===== src/rtl/canrx_pkg.sv =====
package canrx_pkg;

  // Number of message buffers selected by the 3-bit count code.
  function automatic int unsigned size_to_count(input logic [2:0] code);
    case (code)
      3'd0:    return 4;
      3'd1:    return 6;
      3'd2:    return 8;
      3'd3:    return 12;
      3'd4:    return 16;
      3'd5:    return 24;
      default: return 32;
    endcase
  endfunction

  // First word address of a buffer, before truncation to the address width.
  function automatic logic [31:0] buffer_start(input logic [31:0] base,
                                               input logic [31:0] idx,
                                               input int unsigned words);
    return base + idx * words;
  endfunction

endpackage


===== src/rtl/canrx_cfg_regs.sv =====
module canrx_cfg_regs #(
  parameter int NFILT   = 16,
  parameter int PTR_W   = 4,
  parameter int AW      = 12,
  parameter int CNT_W   = 16,
  parameter int CFG_DW  = 16,
  parameter int COUNT_W = 6,
  localparam int CFG_AW = $clog2(NFILT + 3),
  localparam int FILT_W = $clog2(NFILT)
) (
  input  logic               clk,
  input  logic               rst,
  input  logic               cfg_we,
  input  logic [CFG_AW-1:0]  cfg_addr,
  input  logic [CFG_DW-1:0]  cfg_wdata,
  input  logic [FILT_W-1:0]  lookup_idx,
  output logic [PTR_W-1:0]   lookup_ptr,
  output logic [COUNT_W-1:0] buf_count,
  output logic [AW-1:0]      base_addr,
  output logic [CNT_W-1:0]   irq_thresh
);
  import canrx_pkg::*;

  localparam int REG_SIZE = NFILT;
  localparam int REG_BASE = NFILT + 1;
  localparam int REG_THR  = NFILT + 2;

  logic [PTR_W-1:0] ptr_q [NFILT];
  logic [2:0]       size_q;

  for (genvar g = 0; g < NFILT; g++) begin : g_ptr
    always_ff @(posedge clk) begin
      if (rst)
        ptr_q[g] <= '0;
      else if (cfg_we && cfg_addr == CFG_AW'(g))
        ptr_q[g] <= cfg_wdata[PTR_W-1:0];
    end
  end

  always_ff @(posedge clk) begin
    if (rst) begin
      size_q     <= 3'd0;
      base_addr  <= '0;
      irq_thresh <= '0;
    end else if (cfg_we) begin
      if (cfg_addr == CFG_AW'(REG_SIZE)) size_q     <= cfg_wdata[2:0];
      if (cfg_addr == CFG_AW'(REG_BASE)) base_addr  <= cfg_wdata[AW-1:0];
      if (cfg_addr == CFG_AW'(REG_THR))  irq_thresh <= cfg_wdata[CNT_W-1:0];
    end
  end

  assign lookup_ptr = ptr_q[lookup_idx];
  assign buf_count  = COUNT_W'(size_to_count(size_q));

  a_r4_count_legal: assert property (@(posedge clk) disable iff (rst)
    (buf_count >= COUNT_W'(4)) && (buf_count <= COUNT_W'(32)));

endmodule


===== src/rtl/canrx_write_seq.sv =====
module canrx_write_seq #(
  parameter int PTR_W   = 4,
  parameter int AW      = 12,
  parameter int DW      = 16,
  parameter int WORDS   = 8,
  parameter int COUNT_W = 6,
  localparam int WIDX_W = $clog2(WORDS)
) (
  input  logic               clk,
  input  logic               rst,
  input  logic               msg_valid,
  input  logic [WORDS*DW-1:0] msg_words,
  input  logic [PTR_W-1:0]   lookup_ptr,
  input  logic [COUNT_W-1:0] buf_count,
  input  logic [AW-1:0]      base_addr,
  output logic               ram_we,
  output logic [AW-1:0]      ram_addr,
  output logic [DW-1:0]      ram_wdata,
  output logic               busy,
  output logic               drop_flag,
  output logic               miss_flag,
  output logic               wr_evt
);
  import canrx_pkg::*;

  logic              active;
  logic [WIDX_W-1:0] wcnt;
  logic [AW-1:0]     start_q;
  logic [DW-1:0]     words_q [WORDS];

  // Named events for the assertions.
  logic ptr_ok, accept_evt, drop_evt, miss_evt, last_evt;
  logic [AW-1:0] start_d;

  assign ptr_ok     = COUNT_W'(lookup_ptr) < buf_count;
  assign accept_evt = msg_valid && !active && ptr_ok;
  assign drop_evt   = msg_valid && !active && !ptr_ok;
  assign miss_evt   = msg_valid && active;
  assign last_evt   = active && (wcnt == WIDX_W'(WORDS - 1));
  assign start_d    = AW'(buffer_start(32'(base_addr), 32'(lookup_ptr), WORDS));

  always_ff @(posedge clk) begin
    if (rst) begin
      active  <= 1'b0;
      wcnt    <= '0;
      start_q <= '0;
    end else if (accept_evt) begin
      active  <= 1'b1;
      wcnt    <= '0;
      start_q <= start_d;
    end else if (active) begin
      wcnt <= wcnt + 1'b1;
      if (last_evt) active <= 1'b0;
    end
  end

  for (genvar w = 0; w < WORDS; w++) begin : g_word
    always_ff @(posedge clk) begin
      if (rst)
        words_q[w] <= '0;
      else if (accept_evt)
        words_q[w] <= msg_words[w*DW +: DW];
    end
  end

  always_ff @(posedge clk) begin
    if (rst) begin
      drop_flag <= 1'b0;
      miss_flag <= 1'b0;
    end else begin
      if (drop_evt) drop_flag <= 1'b1;
      if (miss_evt) miss_flag <= 1'b1;
    end
  end

  assign busy      = active;
  assign ram_we    = active;
  assign wr_evt    = active;
  assign ram_addr  = start_q + AW'(wcnt);
  assign ram_wdata = words_q[wcnt];

  a_r3_addr_step: assert property (@(posedge clk) disable iff (rst)
    (ram_we && $past(ram_we) && wcnt != '0) |-> ram_addr == $past(ram_addr) + 1'b1);

  a_r3_first_word: assert property (@(posedge clk) disable iff (rst)
    accept_evt |=> (busy && wcnt == '0));

  a_r5_drop_no_write: assert property (@(posedge clk) disable iff (rst)
    drop_evt |=> !ram_we);

  a_r6_miss_keeps_target: assert property (@(posedge clk) disable iff (rst)
    miss_evt |=> start_q == $past(start_q));

  a_r7_idle_after_last: assert property (@(posedge clk) disable iff (rst)
    last_evt |=> !busy);

  a_r5_flag_sticky: assert property (@(posedge clk) disable iff (rst)
    $past(drop_flag) |-> drop_flag);

endmodule


===== src/rtl/canrx_irq_ctr.sv =====
module canrx_irq_ctr #(
  parameter int CNT_W = 16
) (
  input  logic             clk,
  input  logic             rst,
  input  logic             wr_evt,
  input  logic [CNT_W-1:0] thresh,
  output logic             irq
);
  logic [CNT_W-1:0] cnt;
  logic [CNT_W:0]   cnt_next;
  logic             reach;

  assign cnt_next = {1'b0, cnt} + 1'b1;
  assign reach    = cnt_next >= {1'b0, thresh};

  always_ff @(posedge clk) begin
    if (rst) begin
      cnt <= '0;
      irq <= 1'b0;
    end else begin
      irq <= 1'b0;
      if (thresh == '0) begin
        cnt <= '0;
      end else if (wr_evt) begin
        if (reach) begin
          cnt <= '0;
          irq <= 1'b1;
        end else begin
          cnt <= cnt_next[CNT_W-1:0];
        end
      end
    end
  end

  a_r8_irq_after_write: assert property (@(posedge clk) disable iff (rst)
    irq |-> $past(wr_evt));

  a_r9_irq_needs_thresh: assert property (@(posedge clk) disable iff (rst)
    irq |-> $past(thresh) != '0);

endmodule


===== src/rtl/canrx_steer_writer.sv =====
module canrx_steer_writer #(
  parameter int NFILT  = 16,
  parameter int PTR_W  = 4,
  parameter int AW     = 12,
  parameter int DW     = 16,
  parameter int WORDS  = 8,
  parameter int CNT_W  = 16,
  parameter int CFG_DW = 16,
  localparam int CFG_AW = $clog2(NFILT + 3),
  localparam int FILT_W = $clog2(NFILT)
) (
  input  logic                clk,
  input  logic                rst,
  input  logic                cfg_we,
  input  logic [CFG_AW-1:0]   cfg_addr,
  input  logic [CFG_DW-1:0]   cfg_wdata,
  input  logic                msg_valid,
  input  logic [FILT_W-1:0]   msg_filter,
  input  logic [WORDS*DW-1:0] msg_words,
  output logic                ram_we,
  output logic [AW-1:0]       ram_addr,
  output logic [DW-1:0]       ram_wdata,
  output logic                busy,
  output logic                irq,
  output logic                drop_flag,
  output logic                miss_flag
);
  localparam int COUNT_W = 6;

  logic [PTR_W-1:0]   lookup_ptr;
  logic [COUNT_W-1:0] buf_count;
  logic [AW-1:0]      base_addr;
  logic [CNT_W-1:0]   irq_thresh;
  logic               wr_evt;

  canrx_cfg_regs #(
    .NFILT(NFILT), .PTR_W(PTR_W), .AW(AW), .CNT_W(CNT_W),
    .CFG_DW(CFG_DW), .COUNT_W(COUNT_W)
  ) u_cfg (
    .clk(clk), .rst(rst), .cfg_we(cfg_we), .cfg_addr(cfg_addr),
    .cfg_wdata(cfg_wdata), .lookup_idx(msg_filter), .lookup_ptr(lookup_ptr),
    .buf_count(buf_count), .base_addr(base_addr), .irq_thresh(irq_thresh)
  );

  canrx_write_seq #(
    .PTR_W(PTR_W), .AW(AW), .DW(DW), .WORDS(WORDS), .COUNT_W(COUNT_W)
  ) u_seq (
    .clk(clk), .rst(rst), .msg_valid(msg_valid), .msg_words(msg_words),
    .lookup_ptr(lookup_ptr), .buf_count(buf_count), .base_addr(base_addr),
    .ram_we(ram_we), .ram_addr(ram_addr), .ram_wdata(ram_wdata), .busy(busy),
    .drop_flag(drop_flag), .miss_flag(miss_flag), .wr_evt(wr_evt)
  );

  canrx_irq_ctr #(.CNT_W(CNT_W)) u_irq (
    .clk(clk), .rst(rst), .wr_evt(wr_evt), .thresh(irq_thresh), .irq(irq)
  );

  a_r1_quiet_after_reset: assert property (@(posedge clk)
    $past(rst) |-> (!ram_we && !busy && !irq && !drop_flag && !miss_flag));

endmodule


===== config.mk =====
export PLATFORM = sky130hd
export DESIGN_NAME = canrx_steer_writer
export DESIGN_NICKNAME = d
export VERILOG_FILES = /design/src/rtl/canrx_pkg.sv /design/src/rtl/canrx_cfg_regs.sv /design/src/rtl/canrx_write_seq.sv /design/src/rtl/canrx_irq_ctr.sv /design/src/rtl/canrx_steer_writer.sv
export SDC_FILE = /design/constraint.sdc
export NUM_CORES = 1
export LEC_CHECK = 0
export BUFFER_PORTS_ARGS = -buffer_cell sky130_fd_sc_hd__buf_4
export CAP_MARGIN = 20
export CORE_MARGIN = 3
export CORE_UTILIZATION = 57
export DETAILED_ROUTE_END_ITERATION = 8
export PLACE_DENSITY = 0.89
export SLEW_MARGIN = 10
export SYNTH_ARGS = -nofsm -noshare
export SYNTH_HDL_FRONTEND = slang
export SYNTH_SLANG_ARGS = --single-unit

===== constraint.sdc =====
create_clock -name clk -period 11.2 [get_ports clk]
set_input_delay 0.56 -clock clk [delete_from_list [all_inputs] [get_ports clk]]
set_output_delay 0.56 -clock clk [all_outputs]
set_load 0.01 [all_outputs]

### After elaboration in Yosys (flattened, before gate mapping)

Memory sizes are Yosys's and may differ from the RTL's. A register that Yosys moved wholly into a read port is not among the register bits.
Cells that the tools add are included.

| word-level totals | value |
|---|---|
| latch bits | 0 |
| register bits | 66 |
| input port bits | 157 |
| bits in writable memories | 192 |
| memories kept | 2 |
| output and inout bits | 33 |
| ROM bits | 0 |

| operators by class | value |
|---|---|
| mux-type cells | 85 |
| eq/ne operators | 24 |
| div/mod/pow operators | 0 |
| add/subtract/negate cells | 4 |
| bitwise operators | 25 |
| multipliers | 0 |
| reductions and logical operators | 32 |
| shift operators | 0 |
| order comparisons | 2 |

Memories:

| name | words | bits a word | rd ports | clocked after memory_dff | write ports | RTL line | RTL |
|---|---|---|---|---|---|---|---|
| u_seq.words_q | 8 | 16 | 1 | 1 | 8 | canrx_write_seq.sv:29 | `logic [DW-1:0] words_q [WORDS];` |
| u_cfg.ptr_q | 16 | 4 | 1 | 0 | 16 | canrx_cfg_regs.sv:28 | `logic [PTR_W-1:0] ptr_q [NFILT];` |

Operators by type and width:

| operator | count |
|---|---|
| $mux 16 | 9 |
| $mux 4 | 16 |
| $mux 1 | 57 |
| $eq 5x4->1 const B | 8 |
| $pmux 6 s6 | 1 |
| $or 1x1->1 | 24 |
| $logic_and 1x1->1 | 21 |
| $eq 5x3->1 const B | 4 |
| $add 16x1->17 const B | 1 |
| $ge 17x16->1 | 1 |
| $logic_not 16->1 | 1 |
| $eq 5x5->1 const B | 3 |
| $add 12x3->12 | 1 |
| $add 12x7->12 | 1 |
| $eq 5x2->1 const B | 2 |
| $eq 3x3->1 const B | 3 |
| $eq 3x2->1 const B | 2 |
| $lt 4x6->1 | 1 |
| $mux 3 | 2 |
| $reduce_and 2->1 | 3 |
| $eq 5x1->1 const B | 1 |
| $logic_not 5->1 | 1 |
| $reduce_or 2->1 | 2 |
| $add 3x1->3 const B | 1 |
| 5 further kinds | 6 |

### Longest topological paths before layout

Gate-level depths: netlist (run 1).

| logic depth | value |
|---|---|
| depth in word-level cells | 8 |
| gate-level depth with buffers | 13 |

### Modules after synthesis

From an unflattened synthesis (run 1), not the netlist that was laid out.

| second synthesis, totals | value |
|---|---|
| cells, all modules | 1,018 |
| area, all modules | 12,774.8 um2 |

By module, submodules not included:

| module | area an instance (um2) | instances | cells an instance |
|---|---|---|---|
| canrx_write_seq | 6,955.4 | 1 | 459 |
| canrx_cfg_regs | 4,331.7 | 1 | 382 |
| canrx_irq_ctr | 1,487.7 | 1 | 177 |

### Worst setup path after synthesis (run 1)

OpenSTA, ideal clock, no wires.

| timing | value |
|---|---|
| kind | input to register |
| start point | input msg_filter[0] |
| end point | memory u_seq.words_q[0][0], enable pin |
| required time | 10,563 ps |
| arrival | 8,602 ps |
| cell stages on the path | 8 |
| slack | 1,961 ps |
| cell sequence | buf_4 -> buf_2 -> mux4_2 -> mux4_2 -> ha_1 -> a21oi_1 -> o221ai_1 -> o21ai_1 |

RTL lines:

| element | RTL line | RTL |
|---|---|---|
| start: declaration | canrx_steer_writer.sv:18 | `input logic [FILT_W-1:0] msg_filter,` |
| end: declaration | canrx_write_seq.sv:29 |  |

==> impl_summary.md, run 1 <==
Power and ir drop
The worst voltage drop across the vdd grid is 0.1021 mV. The net switching power is 0.0005296 W. Of the total power, the clock network draws 37.2%. The total design power is 0.002268 W. The net switching share of the total power is 23.35%.

The total leakage power is 6.303 nW. The logic gate share of total power is 12.4%. The total internal power is 0.001739 W.

Dividing total power by cell area gives a power density of 151.5 nW/um^2. Registers are responsible for 50.5% of the overall power.

STA
Setup repair after global routing left no endpoint under its margin. For the final database, setup skew stands at 12.04 ps. The headroom to the max-slew limit is 34.51%. The worst-margin pin slew is 982.3 ps. Static timing analysis puts the maximum clock frequency at 232.1 MHz.

After layout, the minimum clock period comes to 4308 ps. Setup slack on the critical path of the routed design comes to 6892 ps. The number of max-slew violations in the final report is 0. The final-report hold violation count is 0.

The final setup violation count is 0. The setup TNS is 0 ps. The final period utilization is 38.47%.

Detailed routing
The average wire length per cell after detail routing is 21.19 um. Dividing the detail-routed via count by the number of cells gives 6.034. The routed via count is 8821. The violation count after the first detailed-route iteration is 937. For this run, design rule violations remaining after detail routing come to 0. The number of routed nets with antenna violations is 0.

The final layout contains routed wiring with a total length of 30970 um. Before antenna repair, the detailed router went through 5 iterations.

Layout
Compared with the post-synthesis result, the final layout area differs by 19.02%. The top cell types in the final layout, fill and taps aside, are buf_4 (194), edfxtp_1 (192), and3_1 (132). After the last flow step, the layout net total stands at 1354. The layout has 1437 filler cells. The library cell used most frequently in the layout, excluding fill and tap cells, is buf_4. The share of layout cells above drive strength 1 is 25.97%.

Run
The number of maximum-capacitance constraint violations is 0.

Yosys
Synthesis handed over a netlist of 1009 instances. The total nets after synthesis is 1196. The count of flip-flops with a built-in enable after synthesis is 192. The most used flip-flop cell after synthesis is edfxtp_1. The number of distinct library cell variants in the gate-level netlist after synthesis is 58. Of the synthesized area, sequential elements account for 56.80%. In this run the mean area of a mapped cell was 12.47 sq um. Counting flops and latches in the post-synthesis netlist gives 261. After synthesis, the share of flip-flops with an asynchronous set or reset is 0%.

Yosys printed 0 warnings. Summing every instance area after synthesis gives 12580 sq um.

Placed design
Before CTS, the worst setup slack after placement is 5854 ps. Summed over all nets, the half-perimeter wirelength after detailed placement is 21250 um. The number of I/O port buffers is 189.

The placer's final routability congestion estimate is 0.8969.

Worst setup path
The critical path in this run is classified as flop to flop. The worst endpoint data arrival time is 4680 ps. The maximum fanout along the worst path is 123. STA classifies the critical path startpoint as a flop. STA classifies the critical path endpoint as a flop. STA puts the critical path data required time at 11570 ps.

Clock tree
The latest clock arrival within the worst-skew pair is 520 ps. In this run, post-CTS hold repair placed 0 buffers. The sink count of the clock tree is 261.

The largest buffer count on any clock path is 3. Gates resized during post-CTS repair numbered 0. The tree is rooted in a clkbuf_16.

In this run the number of H-tree levels came out at 1. The clock buffer count from CTS is 27. Buffers added to address setup during post-CTS repair amount to 0. TritonCTS built the clock tree. The clock transition time at the flip-flop clock pins of the worst setup and hold paths is 60 ps.

Floorplan
The floorplan step defined a die boundary enclosing 23890 sq um. In this run the vertical extent of the chip is 154.6 um. Row generation in the floorplan step produced 53 rows. The core box area is 21350 sq um. The initial core utilization is 58.92%.

In this run the count of I/O pins placed on the die edge is 190. The width of the chip is 154.6 um.

GRT
The maximum number of pins on one net before global-route repair is 129. In the global route stage, overall resource usage came out at 25.47%. The initial antenna violation count is 2. The via count of the first global-routing pass came to 8959. The aggregate global routing overflow is 0.

The first global-routing pass estimated 48360 um of wire.

Outcome
The run finished with clean final reports.

Hold path
The class of the worst hold path is primary input to flop.
## logic make-up (layout without fill, tap and decap cells)
logic type / after synthesis / after routing / synth area share [%]
simple gates: 407 / 407 / 17.52
buf+inv: 97 / 274 / 3.321
compound gates: 94 / 94 / 4.754
flops: 261 / 261 / 56.80
other cells: 0 / 1 / 0
mux: 90 / 90 / 12.41
fa+ha+maj: 30 / 30 / 3.103
xor+xnor: 30 / 30 / 2.088
## power by group through the flow
stage / registers, W / clock network [W] / logic [W]
floorplan: 0.00116 / 0 / 0.000170
global placement: 0.00116 / 0 / 0.000270
finish: 0.00114 / 0.000844 / 0.000280
detailed placement: 0.00116 / 0 / 0.000276
global route: 0.00115 / 0.000893 / 0.000303
CTS: 0.00114 / 0.000851 / 0.000278
## worst max-delay path: stages, from the launching register on
cell	delay, ps
edfxtp_1	420
mux4_2	480
mux4_2	510
ha_1	330
a21oi_1	200
o221ai_1	410
a21oi_4	630
buf_4	830
and3_1	290
## path summary, 6_finish.rpt
| check | start | endpoint | slack, ps | cells past startpoint |
|---|---|---|---|---|
| hold reg to reg | u_seq.miss_flag | u_seq.miss_flag | 470 | 2 |
| setup / recovery | u_cfg.ptr_q[7][3] | u_seq.words_q[5][4] | 6890 | 8 |
| hold / removal | msg_valid | u_seq.miss_flag | 290 | 3 |
| setup reg to reg | u_cfg.ptr_q[7][3] | u_seq.words_q[5][4] | 6890 | 8 |
## sequential cells by signal (all words and copies together), names as in the netlist, named ones only
register and count:
u_seq.start_q 12, u_seq.busy 1, u_cfg.base_addr 12, u_irq.cnt 16, u_cfg.ptr_q 64, u_cfg.size_q 3
u_cfg.irq_thresh 16, u_irq.irq 1, u_seq.wcnt 3, u_seq.words_q 128, u_seq.drop_flag 1, u_seq.miss_flag 1
## cell usage after synthesis, types with 2 or more instances
cell	instances	area, sq um
nor2_1	59	221.5
dfxtp_1	69	1381
nand3_1	16	80.08
or4_1	2	15.01
nand2_1	80	300.3
inv_1	28	105.1
buf_2	16	80.08
buf_4	5	37.54
ha_1	28	350.3
nor4_1	5	31.28
o21ai_1	2	10.01
xnor2_1	19	166.4
a21o_1	7	52.55
xor2_1	11	96.34
a41o_1	2	20.02
fa_1	2	40.04
or3_1	2	12.51
mux2_2	18	202.7
nand2b_1	7	43.79
and4_1	3	26.28
a21oi_1	34	170.2
buf_6	2	22.52
o31ai_1	2	15.01
a22o_1	6	52.55
nor2b_1	12	75.07
mux4_2	51	1149
nor3_1	5	25.02
nand4_1	8	50.05
mux2i_1	21	210.2
nand3b_1	3	22.52
a211oi_1	10	75.07
and2_1	67	419.2
clkbuf_1	42	157.7
o21ai_0	18	90.09
edfxtp_1	192	5766
and3_1	132	825.8
buf_1	2	7.510
## cell type report
class	count	area (sq um)	share of cell area, %
Sequential cell	261	7148	47.73
Multi-Input combinational cell	651	5036	33.63
Timing Repair Buffer	196	1504	10.04
Clock buffer	36	742.0	4.954
Tap cell	275	344.1	2.298
Inverter	30	113.9	0.7603
Clock inverter	12	85.08	0.5681
Antenna cell	1	2.502	0.01671
## stage by stage
step | cell area (sq um) | utilization [%] | std cells | hold slack [ps]
6_report | 14980 | 70.13 | 1462 | 285.1
5_1_grt | 14980 | 70.13 | 1462 | 304.8
4_1_cts | 14930 | 69.90 | 1459 | 276.8
3_5_place_dp | 14100 | 66.03 | 1411 | 448.6
3_3_place_gp | 14100 | 66.03 | 1411 | 449.6
2_1_floorplan | 12580 | - | 1009 | 431.6
## per-layer routing
| layer | global-route usage (%) | share of wire [%] |
|---|---|---|
| met5 | 0 | 0.042 |
| met2 | 44.41 | 52 |
| met1 | 34.16 | 37 |
| met3 | 4.085 | 9.3 |
| met4 | 5.257 | 1.8 |
No activity file was read; power rests on OpenSTA's default activity.
==> run 2, diff against run 1 <==
==> constraint.sdc (replaced) <==
create_clock -name clk -period 4.3 [get_ports clk]
set_input_delay 0.215 -clock clk [delete_from_list [all_inputs] [get_ports clk]]
set_output_delay 0.215 -clock clk [all_outputs]
set_load 0.01 [all_outputs]
==> run 2 against run 1 <==
Net effect: count of clock-buffer cells in the layout rose by 1; critical path depth up 4; worst setup slack worse by 6600 ps.
==> impl_summary.md, run 2 (synthesized netlist as in run 1, its figures left out) <==
Detailed routing
After detailed routing, the average wire length per cell comes to 22.60 um. Using the TritonRoute via totals, the vias-per-cell ratio works out to 6.026. The wire length reported by the detailed router is 35240 um. For this run, the detailed router's first-pass iteration total came to 5. In this run the remaining antenna-violating nets after routing total 0. The routed via count is 9394. For this block, the initial DRC count from the detailed router was 853.

For this run, design rule violations remaining after detail routing come to 0.

Worst setup path
The end of the worst register-to-register path is u_irq.cnt[0]. The critical path ends at u_irq.cnt[0]. The cell count of the worst reg-to-reg path is 12.

The setup slack on the worst flop-to-flop path is 280 ps. The category of the worst setup path capture point is a flop. The beginning of the worst register-to-register path is u_irq.cnt[0]. The data required time of the critical path is 4780 ps. The class of the most critical setup path is flop to flop. The critical path starts at u_irq.cnt[0].

STA classifies the critical path startpoint as a flop. Of all nets on the critical path, the largest fanout is 14. Data on the critical path arrives at its endpoint at 4500 ps.

Layout
The layout overhead on the synthesized area is 27.14%. The number of filler cells placed in the layout is 1283. Leaving out fill and tap cells, the most frequent cell in the layout is buf_4. The net count of the finished layout is 1450. The largest registers in the layout are u_seq.words_q (128), u_cfg.ptr_q (64).

Of the cells placed in the final design, the portion with a size suffix greater than 1 is 24.49%. Leaving out fill and tap cells, the most frequent cells in the layout are buf_4 (193), edfxtp_1 (192), and3_1 (132). The flip-flop count of the largest register, all copies and words added is 128. The register name with the most flops is u_seq.words_q. The share of the core filled with cells is 74.91%. The count of placed standard cells in the final layout, fillers left out is 1559.

Clock tree
For this design, the sink count on the clock tree is 261. In this run the post-CTS setup repair buffer count came out at 0. CTS placed an instance of clkbuf_16 at the clock tree root. TritonCTS built the clock tree. CTS built an H-tree with a depth of 1. The largest buffer count on any clock path is 3. The clock buffer count from CTS is 27. After clock tree synthesis, the clock-pin slew on the worst setup and hold paths is 60 ps.

For the worst-skew pair, the clock arrives at the later sink with an insertion delay of 540 ps.

GRT
The maximum number of pins on one net before global-route repair is 147. The total routing resource utilization after global routing is 28.93%. The via count of the first global-routing pass is 9454. The first global-routing pass estimated 53420 um of wire.

The aggregate global routing overflow is 0. The initial antenna violation count came to 3.

Floorplan
The core box area is 21350 sq um. The initial utilization of the core area, before any placement, comes to 58.92%. Pin placement for this block handled 190 I/O pins.

The floorplan step defined a die boundary enclosing 23890 sq um. The number of rows created at floorplan is 53. The height of the die is 154.6 um. Measured along the x axis, the die boundary spans 154.6 um.

Run
Max-cap violations in this run came to 0.

STA
Setup repair after global routing left no endpoint under its margin. The headroom to the max-slew limit is 38.86%. The number of max-slew violations in the final report is 0. The top achievable clock speed is 248.9 MHz.

The final hold slack is 4.127 ps. The final-report hold violation count came to 0. The worst setup skew after layout is 17.43 ps. The setup TNS is 0 ps. The final period utilization is 93.45%. The smallest clock period supported by the final layout is computed as 4018 ps. The final setup violation count is 0.

For the pin with the worst max-slew slack, the measured transition is 915.8 ps.

Hold path
The worst hold path belongs to the class primary input to flop. In this run the most critical hold path is launched from msg_words[19].

Placed design
After detailed placement, the design holds a cell count of 1413. The number of I/O port buffers is 189. The placer's final routability congestion estimate is 0.8852. Detailed placement ended at an HPWL of 21500 um.

Outcome
The flow ran to the end, and the final reports show no timing, DRC or antenna violations.

Power and ir drop
VDD sags by at most 0.3431 mV. The total leakage power is 6.703 nW. The total power per unit cell area is 380.3 nW/um^2.
[run 2: cell count changes in the layout (fill, tap and decap cells not counted), sizes merged]
cell,change
inv,+1
clkbuf,+1
diode,+1
dlygate4sd3,+96
clkinvlp,+2
clkinv,-4
[run 2: final cells by class]
type                            count  area (sq um)  area share, %
Sequential cell                   261          7148          44.69
Multi-Input combinational cell    651          5090          31.82
Timing Repair Buffer              292          2470          15.44
Clock buffer                       37         744.5          4.654
Tap cell                          275         344.1          2.151
Inverter                           30         112.6         0.7039
Clock inverter                     11         82.58         0.5162
Antenna cell                        2         5.005        0.03129
[run 2: repair_timing]
item                      4_1_cts  5_1_grt
hold endpoints to repair      102        2
gates resized for setup         0        0
hold buffers                   94        2
[run 2: worst min-delay path by stage]
stage / endpoint / slack [ps] / depth (start not counted)
3_3_place_gp: u_seq.start_q[2] / 440 / 2
5_1_grt: u_seq.words_q[1][3] / 2 / 2
4_1_cts: u_seq.words_q[4][0] / 0.2 / 2
6_report: u_seq.words_q[1][3] / 4 / 2
3_5_place_dp: u_seq.start_q[2] / 460 / 2
2_1_floorplan: u_cfg.irq_thresh[10] / 350 / 2
[run 2: critical path, cell delays in order, from the launching register on]
cell      delay, ps
dfxtp_1         400
ha_1            270
and4_1          270
nand4_1         260
or4_1           600
nand2_1          90
ha_1            250
a211oi_1        280
o211a_1         190
o22ai_1          70
a2111o_1        540
nor2_1          490
mux2_2          240
[run 2: power by group]
group / internal (W) / switching (W)
Clock: 0.00127 / 0.000980
Sequential: 0.00291 / 0.000100
Combinational: 0.000423 / 0.000409
Total: 0.00459 / 0.00149
[run 2: metal layers]
layer	vias to the layer above	global-route usage [%]	share of wire [%]
li1	4237	-	-
met1	4524	35.20	35
met2	529	49.75	50
met3	102	6.715	9.8
met4	2	12.28	4.8
met5	-	0	0.028
[run 2: metrics by stage]
step,setup WS [ps],area (sq um),total power [W]
6_report,281.6,16000,0.006083
5_1_grt,47.78,16000,0.006260
4_1_cts,338.7,15970,0.006048
3_5_place_dp,362.0,14200,0.003779
3_3_place_gp,477.0,14200,0.003748
2_1_floorplan,-353.5,12670,0.003460
